**src/rtl/cid_pkg.sv**
```systemverilog
package cid_pkg;

    localparam int unsigned RUN_W  = 5;
    localparam int unsigned BYTE_W = 8;
    localparam int unsigned IDX_W  = $clog2(BYTE_W);

    typedef logic [RUN_W-1:0]  run_t;
    typedef logic [BYTE_W-1:0] byte_t;

    typedef enum logic [1:0] {
        FR_IDLE = 2'd0,
        FR_DATA = 2'd1,
        FR_STOP = 2'd2
    } fr_state_e;

    typedef struct packed {
        logic  done;
        logic  stop_ok;
        byte_t value;
    } fr_out_t;

    function automatic run_t run_inc(run_t v);
        return (&v) ? v : run_t'(v + 1'b1);
    endfunction

    function automatic run_t run_floor(run_t v);
        return (v == '0) ? run_t'(1) : v;
    endfunction

endpackage

```
**src/rtl/cid_carrier_det.sv**
```systemverilog
module cid_carrier_det
    import cid_pkg::*;
(
    input  logic clk,
    input  logic rst,
    input  logic clr,
    input  logic stb,
    input  logic bit_val,
    input  logic tol_mode,
    input  logic dot_en,
    input  run_t seize_min,
    input  run_t mark_min,
    output logic hit
);

    logic have_prev, prev_bit, drop_used, seize_ok;
    run_t alt_run, mark_run;

    logic alt_nx_cont, drop_nx, seize_nx, brk;
    run_t alt_nx, mark_nx;

    always_comb begin
        alt_nx_cont = !have_prev || (bit_val != prev_bit);
        alt_nx      = alt_nx_cont ? run_inc(alt_run) : run_t'(1);

        if (bit_val) begin
            mark_nx = run_inc(mark_run);
            drop_nx = drop_used;
        end else if (tol_mode && dot_en && mark_run != '0 && !drop_used) begin
            mark_nx = mark_run;
            drop_nx = 1'b1;
        end else begin
            mark_nx = '0;
            drop_nx = 1'b0;
        end

        brk      = !bit_val && have_prev && (!prev_bit || mark_run >= run_t'(2));
        seize_nx = (seize_ok && !brk) || (alt_nx >= seize_min);

        hit = stb && bit_val && (mark_nx >= run_floor(mark_min))
              && (tol_mode || seize_nx);
    end

    always_ff @(posedge clk) begin
        if (rst || clr) begin
            have_prev <= 1'b0;
            prev_bit  <= 1'b0;
            drop_used <= 1'b0;
            seize_ok  <= 1'b0;
            alt_run   <= '0;
            mark_run  <= '0;
        end else if (stb) begin
            have_prev <= 1'b1;
            prev_bit  <= bit_val;
            drop_used <= drop_nx;
            seize_ok  <= seize_nx && !tol_mode;
            alt_run   <= alt_nx;
            mark_run  <= mark_nx;
        end
    end

endmodule

```
**src/rtl/cid_byte_framer.sv**
```systemverilog
module cid_byte_framer
    import cid_pkg::*;
(
    input  logic    clk,
    input  logic    rst,
    input  logic    run,
    input  logic    stb,
    input  logic    bit_val,
    output fr_out_t fo
);

    fr_state_e        state;
    logic [IDX_W-1:0] idx;
    byte_t            shreg;

    always_comb begin
        fo.done    = stb && (state == FR_STOP);
        fo.stop_ok = bit_val;
        fo.value   = shreg;
    end

    always_ff @(posedge clk) begin
        if (rst || !run) begin
            state <= FR_IDLE;
            idx   <= '0;
            shreg <= '0;
        end else if (stb) begin
            unique case (state)
                FR_IDLE: begin
                    if (!bit_val) begin
                        state <= FR_DATA;
                        idx   <= '0;
                    end
                end
                FR_DATA: begin
                    shreg <= {bit_val, shreg[BYTE_W-1:1]};
                    idx   <= idx + 1'b1;
                    if (idx == IDX_W'(BYTE_W - 1))
                        state <= FR_STOP;
                end
                default: state <= FR_IDLE;
            endcase
        end
    end

endmodule

```
**src/rtl/cid_rx_framer.sv**
```systemverilog
module cid_rx_framer
    import cid_pkg::*;
#(
    parameter int unsigned N_CODES = 6
) (
    input  logic                      clk,
    input  logic                      rst,
    input  logic                      enable,
    input  logic                      sender_en,
    input  logic                      tol_mode,
    input  logic                      dot_en,
    input  logic [RUN_W-1:0]          seize_min,
    input  logic [RUN_W-1:0]          mark_min,
    input  logic [N_CODES*BYTE_W-1:0] msg_codes,
    input  logic                      bit_stb,
    input  logic                      bit_val,
    output logic                      carrier,
    output logic                      data_vld,
    output logic [BYTE_W-1:0]         data
);

    logic    en_eff, det_hit, need_code, code_ok;
    fr_out_t fo;
    logic [N_CODES-1:0] code_vec;

    assign en_eff = enable && !sender_en;

    cid_carrier_det u_det (
        .clk       (clk),
        .rst       (rst),
        .clr       (!en_eff || carrier),
        .stb       (bit_stb),
        .bit_val   (bit_val),
        .tol_mode  (tol_mode),
        .dot_en    (dot_en),
        .seize_min (seize_min),
        .mark_min  (mark_min),
        .hit       (det_hit)
    );

    cid_byte_framer u_frm (
        .clk     (clk),
        .rst     (rst),
        .run     (carrier && en_eff),
        .stb     (bit_stb),
        .bit_val (bit_val),
        .fo      (fo)
    );

    for (genvar k = 0; k < N_CODES; k++) begin : g_code
        assign code_vec[k] = (msg_codes[k*BYTE_W +: BYTE_W] == fo.value);
    end
    assign code_ok = |code_vec;

    always_ff @(posedge clk) begin
        if (rst) begin
            carrier   <= 1'b0;
            need_code <= 1'b0;
            data_vld  <= 1'b0;
            data      <= '0;
        end else if (!en_eff) begin
            carrier   <= 1'b0;
            need_code <= 1'b0;
            data_vld  <= 1'b0;
        end else begin
            data_vld <= 1'b0;
            if (!carrier) begin
                if (det_hit) begin
                    carrier   <= 1'b1;
                    need_code <= tol_mode && dot_en;
                end
            end else if (fo.done && fo.stop_ok) begin
                if (need_code && !code_ok) begin
                    carrier   <= 1'b0;
                    need_code <= 1'b0;
                end else begin
                    need_code <= 1'b0;
                    data      <= fo.value;
                    data_vld  <= 1'b1;
                end
            end
        end
    end

endmodule

```
**config.mk**
```make
export PLATFORM = sky130hd
export DESIGN_NAME = cid_rx_framer
export DESIGN_NICKNAME = d
export VERILOG_FILES = /design/src/rtl/cid_pkg.sv /design/src/rtl/cid_carrier_det.sv /design/src/rtl/cid_byte_framer.sv /design/src/rtl/cid_rx_framer.sv
export SDC_FILE = /design/constraint.sdc
export NUM_CORES = 1
export LEC_CHECK = 0
export BUFFER_PORTS_ARGS = -buffer_cell sky130_fd_sc_hd__buf_2
export CAP_MARGIN = 20
export CORE_MARGIN = 4
export CORE_UTILIZATION = 44
export DETAILED_ROUTE_END_ITERATION = 10
export PLACE_DENSITY = 0.69
export SLEW_MARGIN = 20
export SYNTH_ARGS = -nofsm -noshare
export SYNTH_HDL_FRONTEND = slang
export SYNTH_SLANG_ARGS = --single-unit
export TNS_END_PERCENT = 5
```
**constraint.sdc**
```tcl
create_clock -name clk -period 3.1 [get_ports clk]
set_input_delay 0.62 -clock clk [delete_from_list [all_inputs] [get_ports clk]]
set_output_delay 0.62 -clock clk [all_outputs]
set_load 0.01 [all_outputs]
```
# Yosys cells after proc, flatten, opt, wreduce, memory -nomap -nowiden

Cells that the tools add are included.

Add/subtract/negate cells: 3
Order comparisons: 3
Eq/ne operators: 13
Mux-type cells: 19
Bitwise operators: 5
Reductions and logical operators: 48

Operators with widths:

| kind                  | count |
|---|---|
| $eq A8 B8 Y1          | 6 |
| $mux W5               | 6 |
| $logic_and A1 B1 Y1   | 15 |
| $add A5 B1 Y5 const B | 2 |
| $ge A5 B5 Y1          | 2 |
| $logic_not A1 Y1      | 10 |
| $reduce_and A5 Y1     | 2 |
| $mux W1               | 8 |
| $logic_or A1 B1 Y1    | 7 |
| $pmux W3 S2           | 1 |
| $reduce_and A2 Y1     | 3 |
| $reduce_and A3 Y1     | 2 |
| $reduce_or A6 Y1      | 1 |
| $ge A5 B2 Y1 const B  | 1 |
| $logic_not A5 Y1      | 1 |
| $not A1 Y1            | 5 |
| $reduce_bool A5 Y1    | 1 |
| $mux W2               | 2 |
| $ne A2 B1 Y1 const B  | 2 |
| $pmux W2 S2           | 1 |
| $reduce_and A4 Y1     | 1 |
| $reduce_bool A2 Y1    | 2 |
| $reduce_or A4 Y1      | 1 |
| $add A3 B1 Y3 const B | 1 |
| other kinds (8)       | 8 |

Flip-flop bits (word level): 38
Bits of input ports: 66
Output and inout bits: 10
Logic and storage cells: 104

# Depth between registers and ports, before layout

Gate-level depths: netlist of run 1.

Depth in word-level cells: 10
Depth in mapped cells: 12
Gate-level depth less buffers: 12

# Cells and area by module

From an unflattened synthesis of run 1, not the netlist that was laid out.

Cell total of the unflattened synthesis: 338
Area, all modules: 2,889.0 µm²

By module, submodules not included:

| module          | instances | cells an instance | area each (µm²) | sequential area each (µm²) |
|---|---|---|---|---|
| cid_carrier_det | 1         | 148               | 1,182.4         | 280.3 |
| cid_rx_framer   | 1         | 125               | 1,173.6         | 220.2 |
| cid_byte_framer | 1         | 65                | 533.0           | 260.2 |

# Worst setup path after synthesis of run 1

Ideal clock, no wire load.

Path type: input to register
Start: input port bit_val
End: register need_code
Setup time: 0.072 ns
Arrival time: 2.699 ns
Data required time: 3.028 ns
Setup slack: 0.329 ns
Cell stages on the path: 12
Path buffers: 1
Cells stage by stage: buf_2 -> inv_1 -> a41oi_1 -> xnor2_1 -> or2_2 -> ha_1 -> nand2b_1 -> a21oi_1 -> o21ai_0 -> a21oi_1 -> a2111oi_4 -> mux2i_1

Longest elaborated chain between the ends: 10
Elaborated cells between the ends (all ways): 20
Those cells by class: order compare (2); eq/ne (2); mux (2); reduce/logical (14)

RTL lines:

| element                                              | line                | RTL |
|---|---|---|
| start, declared                                      | cid_rx_framer.sv:16 | `input logic bit_val,` |
| branches (longest 9 deep; another with $ge A5 B5 Y1) | -                   |  |
| $reduce_and A2 Y1 (no line) *                        | -                   |  |
| end signal, assigned                                 | cid_rx_framer.sv:70 | `need_code <= tol_mode && dot_en;` |
| end, declared                                        | cid_rx_framer.sv:22 | `logic en_eff, det_hit, need_code, code_ok;` |

Every way passes the cells marked *.
A chain may end at the register's enable or synchronous reset.

# Worst setup path after layout of run 1

Start: register u_det.mark_run[0]
End: register need_code

Longest elaborated chain between the ends: 10
Elaborated cells between the ends (all ways): 20
Those cells by class: add/sub (1); order compare (2); mux (3); reduce/logical (14)

RTL lines:

| element                                               | line                  | RTL |
|---|---|---|
| start, declared                                       | cid_carrier_det.sv:17 | `run_t alt_run, mark_run;` |
| start signal, assigned                                | cid_carrier_det.sv:58 | `mark_run <= mark_nx;` |
| branches (longest 7 deep; another with $add A5 B1 Y5) | -                     |  |
| $logic_and A1 B1 Y1 *                                 | cid_carrier_det.sv:41 | `&& (tol_mode \|\| seize_nx);` |
| $reduce_bool A2 Y1 (no line) *                        | -                     |  |
| $reduce_and A2 Y1 (no line) *                         | -                     |  |

Marked as above.

==> summary by stage, run 1 <==
Clock tree
The clock passes through at most 2 buffers. The root cell of the clock tree is sky130_fd_sc_hd__clkbuf_8. CTS saw 38 sinks. The depth of the CTS H-tree is 2. Hold repair after CTS inserted 0 buffers.

Post-CTS timing repair inserted 0 buffers for setup. The post-CTS clock slew at the launch and capture registers of the worst setup and hold paths is 0.07 ns. The number of clock buffers added by TritonCTS is 5. The clock insertion delay at the later pin of the skew report is 0.29 ns. The count of instances resized after the clock tree is built is 0. TritonCTS built the clock tree.

Synthesis
After synthesis, the most frequently instantiated cells are sky130_fd_sc_hd__xnor2_1 (43), sky130_fd_sc_hd__dfxtp_1 (38), sky130_fd_sc_hd__nor2_1 (31). Synthesis inferred 38 register bits. The top cell type by total area after synthesis is sky130_fd_sc_hd__dfxtp_1. The count of cell types in the netlist is 34. By area the synthesized netlist is led by sky130_fd_sc_hd__dfxtp_1 (29%), sky130_fd_sc_hd__xnor2_1 (14%), sky130_fd_sc_hd__ha_1 (7.6%). The sequential-to-total area share from yosys stat is 28.9%. After synthesis the cells add up to 2630 um2. In the synthesized netlist, the number of instances is 318. The synthesized area per cell is 8.27 um2.

The fraction of post-synthesis cell area in the top cell type by area is 28.9%. The post-synth net total is 400. The predominant post-synthesis flop cell is sky130_fd_sc_hd__dfxtp_1. The most frequently used cell type in the post-synthesis netlist is sky130_fd_sc_hd__xnor2_1. The count of yosys warnings during synthesis is 0.

The number of synthesized flops with an enable pin is 0. The share of synthesized flip-flops with an asynchronous set or reset is 0%.

Global route
The first global-routing pass estimated 10300 um of wire. The initial antenna violation count is 0. The via count of the first global-routing pass came to 2277. Global routing consumed, over all layers together, 17.3% of the routing resources. Entering global routing, the biggest net connects 20 pins. The total congestion overflow is 0.

Layout
Relative to the synthesized area, the layout overhead comes to 19.0%. The share of cells above drive strength 1 is 23.6%. 0 antenna diodes ended up in the layout. The net total in the final layout is 467.

STA
For the pin with the worst max-slew slack, the measured transition is 0.538 ns. The headroom to the max-slew limit is 64.1%. The total count of max-transition violations in the final report is 0. Setup repair after global routing left no endpoint under its margin.

Subtracting the final worst setup slack from the clock period gives 2.78 ns. The post-route clock skew is 0.00549 ns. The final period utilization is 89.8%. For this run, the top clock speed supported by timing is 0.359 GHz. Setup violations remaining at the end of the flow were counted as 0.

For the final routed database, the setup TNS stands at 0 ns. The number of hold violations in the final report is 0.

Detailed routing
The detailed router finished its first iteration with 97 violations. The detailed-routing iteration count for the pre-antenna-repair pass is 4. The routed design has 6310 um of wire. The residual DRC count is 0. In the routed layout, each cell is associated on average with a via count of 5.13. The number of vias in the routed layout is 2351.

After detailed routing, the average wire length per cell comes to 13.8 um. The post-detailed-route count of antenna-violating nets is 0.

Power and ir drop
After layout, the design draws a total of 982 uW. The power per cell area is 314 nW/um2. Across the VDD grid, the largest voltage drop is 0.153 mV. The static power due to leakage is 1.28 nW.

Worst setup path
The reg-to-reg critical path startpoint is u_det.mark_run[0]$_SDFFE_PP0P_. The worst setup path is of the reg2reg kind. STA classifies the critical path startpoint as a flip-flop. Along the worst path, the maximum fanout reaches 5. The critical path arrival is 3.00 ns. The depth of the worst register-to-register path is 12. The endpoint class of the critical path is a flip-flop. The reg-to-reg endpoint is need_code$_SDFFE_PP0P_. For the worst setup path, the data required time is 3.32 ns. The minimum setup slack among reg-to-reg paths is 0.32 ns.

Floorplan
The initialized floorplan defines 27 standard-cell rows. 76 I/O pins were placed. The die covers 7280 um2. The horizontal extent of the die is 85.3 um. The core box area is 5640 um2. The vertical extent of the die is 85.3 um.

The initial core utilization is 46.6%.

Worst hold path
The source of the worst hold timing path is u_frm.idx[1]$_SDFFE_PP0P_. The terminating pin of the worst hold path is u_frm.idx[1]$_SDFFE_PP0P_. The number of cells on the worst hold path is 2. The class of the most critical hold timing path is reg2reg.

Place
Once detailed placement completed, the half-perimeter wirelength came to 4940 um. In this run the tool buffered the top-level ports with 75 buffer cells. At the end of routability-driven placement, the weighted congestion stood at 0.842.

Outcome
The run finished with clean final reports.

Run
Across the run, the number of max-cap violations was 0.
==> flip-flops by register name (all words and copies together), names as in the netlist <==
signal	cells
carrier	1
data	8
data_vld	1
need_code	1
u_det.alt_run	5
u_det.drop_used	1
u_det.have_prev	1
u_det.mark_run	5
u_det.prev_bit	1
u_det.seize_ok	1
u_frm.idx	3
u_frm.shreg	8
u_frm.state	2
==> worst max path at each step <==
stage               slack, ns                     end  cells after the start                            from
CTS                      0.31  need_code$_SDFFE_PP0P_                     12  u_det.mark_run[0]$_SDFFE_PP0P_
finish                   0.32  need_code$_SDFFE_PP0P_                     12  u_det.mark_run[0]$_SDFFE_PP0P_
floorplan                0.33  need_code$_SDFFE_PP0P_                     12                         bit_val
global route             0.12  need_code$_SDFFE_PP0P_                     12  u_det.mark_run[1]$_SDFFE_PP0P_
global placement         0.30  need_code$_SDFFE_PP0P_                     12                        tol_mode
detailed placement       0.17  need_code$_SDFFE_PP0P_                     12                        tol_mode
==> area by class of cell <==
class                   count  area, um2
clock inverters             1       5.00
flip-flops and latches     38        761
clock buffers               7       86.3
multi-input cells         245       1720
well taps                  72       90.1
fillers                   525       2510
inverters                  15       56.3
repair buffers             80        413
==> metal layers <==
metal | vias up | routed length [um] | track usage (%)
li1 | 1210 | - | -
met4 | 0 | 94 | 6.76
met2 | 37 | 3150 | 28.0
met3 | 8 | 229 | 3.20
met5 | - | 0 | 0
met1 | 1096 | 2830 | 22.7
==> cell families after synthesis <==
group,after synthesis,share of synthesized area [%]
adder cells (fa/ha/maj),16,7.61
AO/OA/AOI/OAI,49,12.5
buffers and inverters,35,5.75
multiplexers,19,7.23
AND/OR/NAND/NOR,106,19.7
XOR/XNOR,55,18.3
flip-flops,38,28.9
==> layout by cell type, fill, tap and decap left out, drive strengths merged, types with 2 or more instances in the layout <==
cell    count
a211oi      4
a21o        3
a21oi      28
a31oi       4
buf        80
clkbuf      7
dfxtp      38
ha         16
inv        15
mux2i      19
nand2      20
nand2b     19
nand3      14
nand4      11
nor2       31
nor2b       2
nor3        4
nor4        2
o21ai       3
xnor2      43
xor2       12
==> report_power, final <==
part | leakage [nW] | switching [mW] | internal (mW) | total, mW
logic | 0.930 | 0.0682 | 0.0764 | 0.145
clock network | 0.0482 | 0.167 | 0.179 | 0.347
registers | 0.306 | 0.00184 | 0.489 | 0.491
total | 1.28 | 0.237 | 0.745 | 0.982
==> critical path: stages, from the launching register on <==
cell	delay, ns
sky130_fd_sc_hd__dfxtp_1	0.41
sky130_fd_sc_hd__inv_1	0.09
sky130_fd_sc_hd__ha_1	0.20
sky130_fd_sc_hd__a211oi_1	0.26
sky130_fd_sc_hd__nor2_1	0.13
sky130_fd_sc_hd__or2_2	0.31
sky130_fd_sc_hd__ha_1	0.27
sky130_fd_sc_hd__nand2b_1	0.09
sky130_fd_sc_hd__a21oi_1	0.06
sky130_fd_sc_hd__o21ai_0	0.20
sky130_fd_sc_hd__a21oi_1	0.14
sky130_fd_sc_hd__a2111oi_4	0.33
sky130_fd_sc_hd__mux2i_1	0.22
==> through the flow <==
| step | hold slack (ns) | utilization [%] | setup WS, ns | cell area, um2 | std cells |
|---|---|---|---|---|---|
| CTS | 0.464 | 55.5 | 0.311 | 3130 | 458 |
| detailed placement | 0.453 | 53.9 | 0.173 | 3040 | 450 |
| finish | 0.463 | 55.5 | 0.316 | 3130 | 458 |
| global placement | 0.445 | 53.9 | 0.296 | 3040 | 450 |
| floorplan | 0.436 | - | 0.329 | 2630 | 318 |
| global route | 0.491 | 55.5 | 0.116 | 3130 | 458 |
(Power assumes the default switching activity.)
==> inputs of run 2 (changes only) <==
--- a/config.mk
+++ b/config.mk
@@ -7,10 +7,10 @@
 export LEC_CHECK = 0
 export BUFFER_PORTS_ARGS = -buffer_cell sky130_fd_sc_hd__buf_2
 export CAP_MARGIN = 20
-export CORE_MARGIN = 4
+export CORE_MARGIN = 3
 export CORE_UTILIZATION = 44
 export DETAILED_ROUTE_END_ITERATION = 10
-export PLACE_DENSITY = 0.69
+export PLACE_DENSITY = 0.73
 export SLEW_MARGIN = 20
 export SYNTH_ARGS = -nofsm -noshare
 export SYNTH_HDL_FRONTEND = slang
==> run 2 against run 1 <==
Effect of this change: highest routed layer unchanged; setup slack lost 0.072 ns; utilization shrank 0.35 points; cell count shrank 0.44%; largest power group unchanged; register-to-register slack lost 0.07 ns.
==> summary by stage, run 2 (synthesized netlist as in run 1, its figures left out) <==
Worst setup path
The start-to-end type of the worst setup path is reg2reg. The startpoint identified for the worst register-to-register timing path is u_det.mark_run[0]$_SDFFE_PP0P_. The worst setup path startpoint is u_det.mark_run[0]$_SDFFE_PP0P_. At the worst endpoint, the required time is 3.32 ns. For the worst setup path, the data arrival time is 3.07 ns. STA classifies the critical path startpoint as a flip-flop.

The worst setup path is captured at a flip-flop. In this run the worst path has a maximum fanout of 5.

Detailed routing
The residual DRC count is 0. The wire length on met1 is 2760 um. Wire segments on met3 add up to 243 um in the final route. Dividing the detail-routed via count by the number of cells gives 5.15. For this run, the detailed router's first-pass iteration total came to 4.

The uppermost metal layer occupied by signal nets is met4. The post-detailed-route count of antenna-violating nets is 0. The met2 layer wire length in the routed design is 3090 um. The total routed wirelength is 6190 um.

The number of vias in the routed layout is 2350. The number of violations reported at the end of detailed-routing iteration 0 is 80. The average wire length per cell after detail routing is 13.6 um.

Clock tree
Clock-pin slew was measured on the worst setup and hold paths at 0.07 ns. The sink count of the clock tree is 38. The count of instances resized after the clock tree is built is 0. The TritonCTS clock tree is yes. The depth of the CTS H-tree is 2. The maximum buffer depth of the clock tree is 2. Counting the buffers created by CTS gives 5. Once the clock tree was built, the setup fixing pass inserted 0 buffers. The number of buffers inserted for hold repair after clock tree synthesis is 0.

The root buffer cell chosen for the clock tree is sky130_fd_sc_hd__clkbuf_8. The clock reaches the later pin of the worst-skew pair after 0.29 ns.

Place
After detailed placement, the total cell area comes to 3030 um2. The wire-length estimate of the detail-placed layout is 4820 um. The placer's final routability congestion estimate is 0.929. The pre-CTS setup slack is 0.180 ns. In this run the tool buffered the top-level ports with 75 buffer cells. The cell count after placement is 449.

STA
The minimum clock period is 2.86 ns. Derived from the worst setup path, the maximum achievable clock frequency is 0.350 GHz. Setup repair after global routing left no endpoint under its margin. The number of hold violations in the final report was 0. The slack of the critical path is 0.244 ns. The final critical path takes up 92.1% of the cycle. The headroom to the max-slew limit is 64.2%. The total count of max-transition violations in the final report is 0.

The total of endpoints with negative setup slack in the final report is 0. The final setup TNS is 0 ns. Hold timing on the final database bottoms out at a slack of 0.465 ns.

The post-route clock skew is 0.00743 ns. For the pin with the worst max-slew slack, the measured transition is 0.536 ns.

Global route
The first-pass GRT wire length is 10500 um. Summed over all layers, the global routing overflow is 0. In the global route stage, overall resource usage came out at 17.9%.

The initial antenna violation count is 0. The via count of the first global-routing pass is 2375. The largest net degree at the start of global routing is 20.

Floorplan
The initial core utilization is 46.6%. The die is 83.3 um wide. In this run the core area contains 27 standard-cell rows. Pin placement for this block handled 76 I/O pins. In this run the vertical extent of the chip is 83.3 um. The floorplan step defined a die boundary enclosing 6940 um2.

The core box area is 5640 um2.

Outcome
The flow ran to the end, and the final reports show no timing, DRC or antenna violations.

Worst hold path
The worst hold path begins at u_frm.idx[2]$_SDFFE_PP0P_. The class of the most critical hold timing path is reg2reg.

Layout
In the final layout, the registers with the most flip-flops are data (8), u_frm.shreg (8). The share of cells above drive strength 1 is 23.4%. The net total in the final layout is 466.

The final instance area is 3110 um2. The final instance count without filler cells is 456. The library cell used most frequently in the layout, excluding fill and tap cells, is sky130_fd_sc_hd__buf_2. In the layout the commonest cells are sky130_fd_sc_hd__buf_2 (75), sky130_fd_sc_hd__xnor2_1 (43), sky130_fd_sc_hd__dfxtp_1 (38).

Relative to the synthesized area, the layout overhead comes to 18.2%. 0 antenna diodes ended up in the layout. The final standard cell utilization of the core is 55.1%.

Power and ir drop
The highest ir drop seen on vdd is 0.239 mV. Dividing total power by cell area gives a power density of 308 nW/um2. Overall power consumption after layout is estimated at 957 uW. In this run the static leakage power is 1.27 nW.

Run
The number of max-cap violations is 0.
==> run 2: changes by cell type in the layout (fill, tap and decap cells not counted), sizes merged <==
cell    delta
buf        -1
clkbuf     -2
clkinv     +1
==> run 2: area by class of cell <==
type / instances / area [um2]
Clock buffer: 5 / 68.8
Fill cell: 528 / 2530
Sequential cell: 38 / 761
Clock inverter: 2 / 10.0
Timing Repair Buffer: 79 / 405
Multi-Input combinational cell: 245 / 1720
Tap cell: 72 / 90.1
Inverter: 15 / 56.3
==> run 2: final timing paths <==
| check | to | slack [ns] | cells past startpoint |
|---|---|---|---|
| setup / recovery | need_code$_SDFFE_PP0P_ | 0.24 | 12 |
| hold / removal | u_frm.idx[2]$_SDFFE_PP0P_ | 0.47 | 2 |
| setup reg to reg | need_code$_SDFFE_PP0P_ | 0.24 | 12 |
| hold reg to reg | u_frm.idx[2]$_SDFFE_PP0P_ | 0.47 | 2 |
==> run 2: worst max-delay path, cell delays in order, from the launching register on <==
cell and delay (ns):
sky130_fd_sc_hd__dfxtp_1 0.42, sky130_fd_sc_hd__inv_1 0.10, sky130_fd_sc_hd__ha_1 0.21, sky130_fd_sc_hd__a211oi_1 0.29, sky130_fd_sc_hd__nor2_1 0.13, sky130_fd_sc_hd__or2_2 0.31, sky130_fd_sc_hd__ha_1 0.28, sky130_fd_sc_hd__nand2b_1 0.10
sky130_fd_sc_hd__a21oi_1 0.06, sky130_fd_sc_hd__o21ai_0 0.20, sky130_fd_sc_hd__a21oi_1 0.15, sky130_fd_sc_hd__a2111oi_4 0.33, sky130_fd_sc_hd__mux2i_1 0.22
==> run 2: per-layer routing <==
layer  track usage [%]  vias up
met5                 0        -
met4              6.39        0
met3              3.97       11
met2              30.9       53
met1              21.7     1078
li1                  -     1208
==> run 2: where the power goes <==
group	switching [mW]	internal [mW]
registers	0.00186	0.489
logic	0.0675	0.0756
clock network	0.172	0.151
total	0.241	0.716
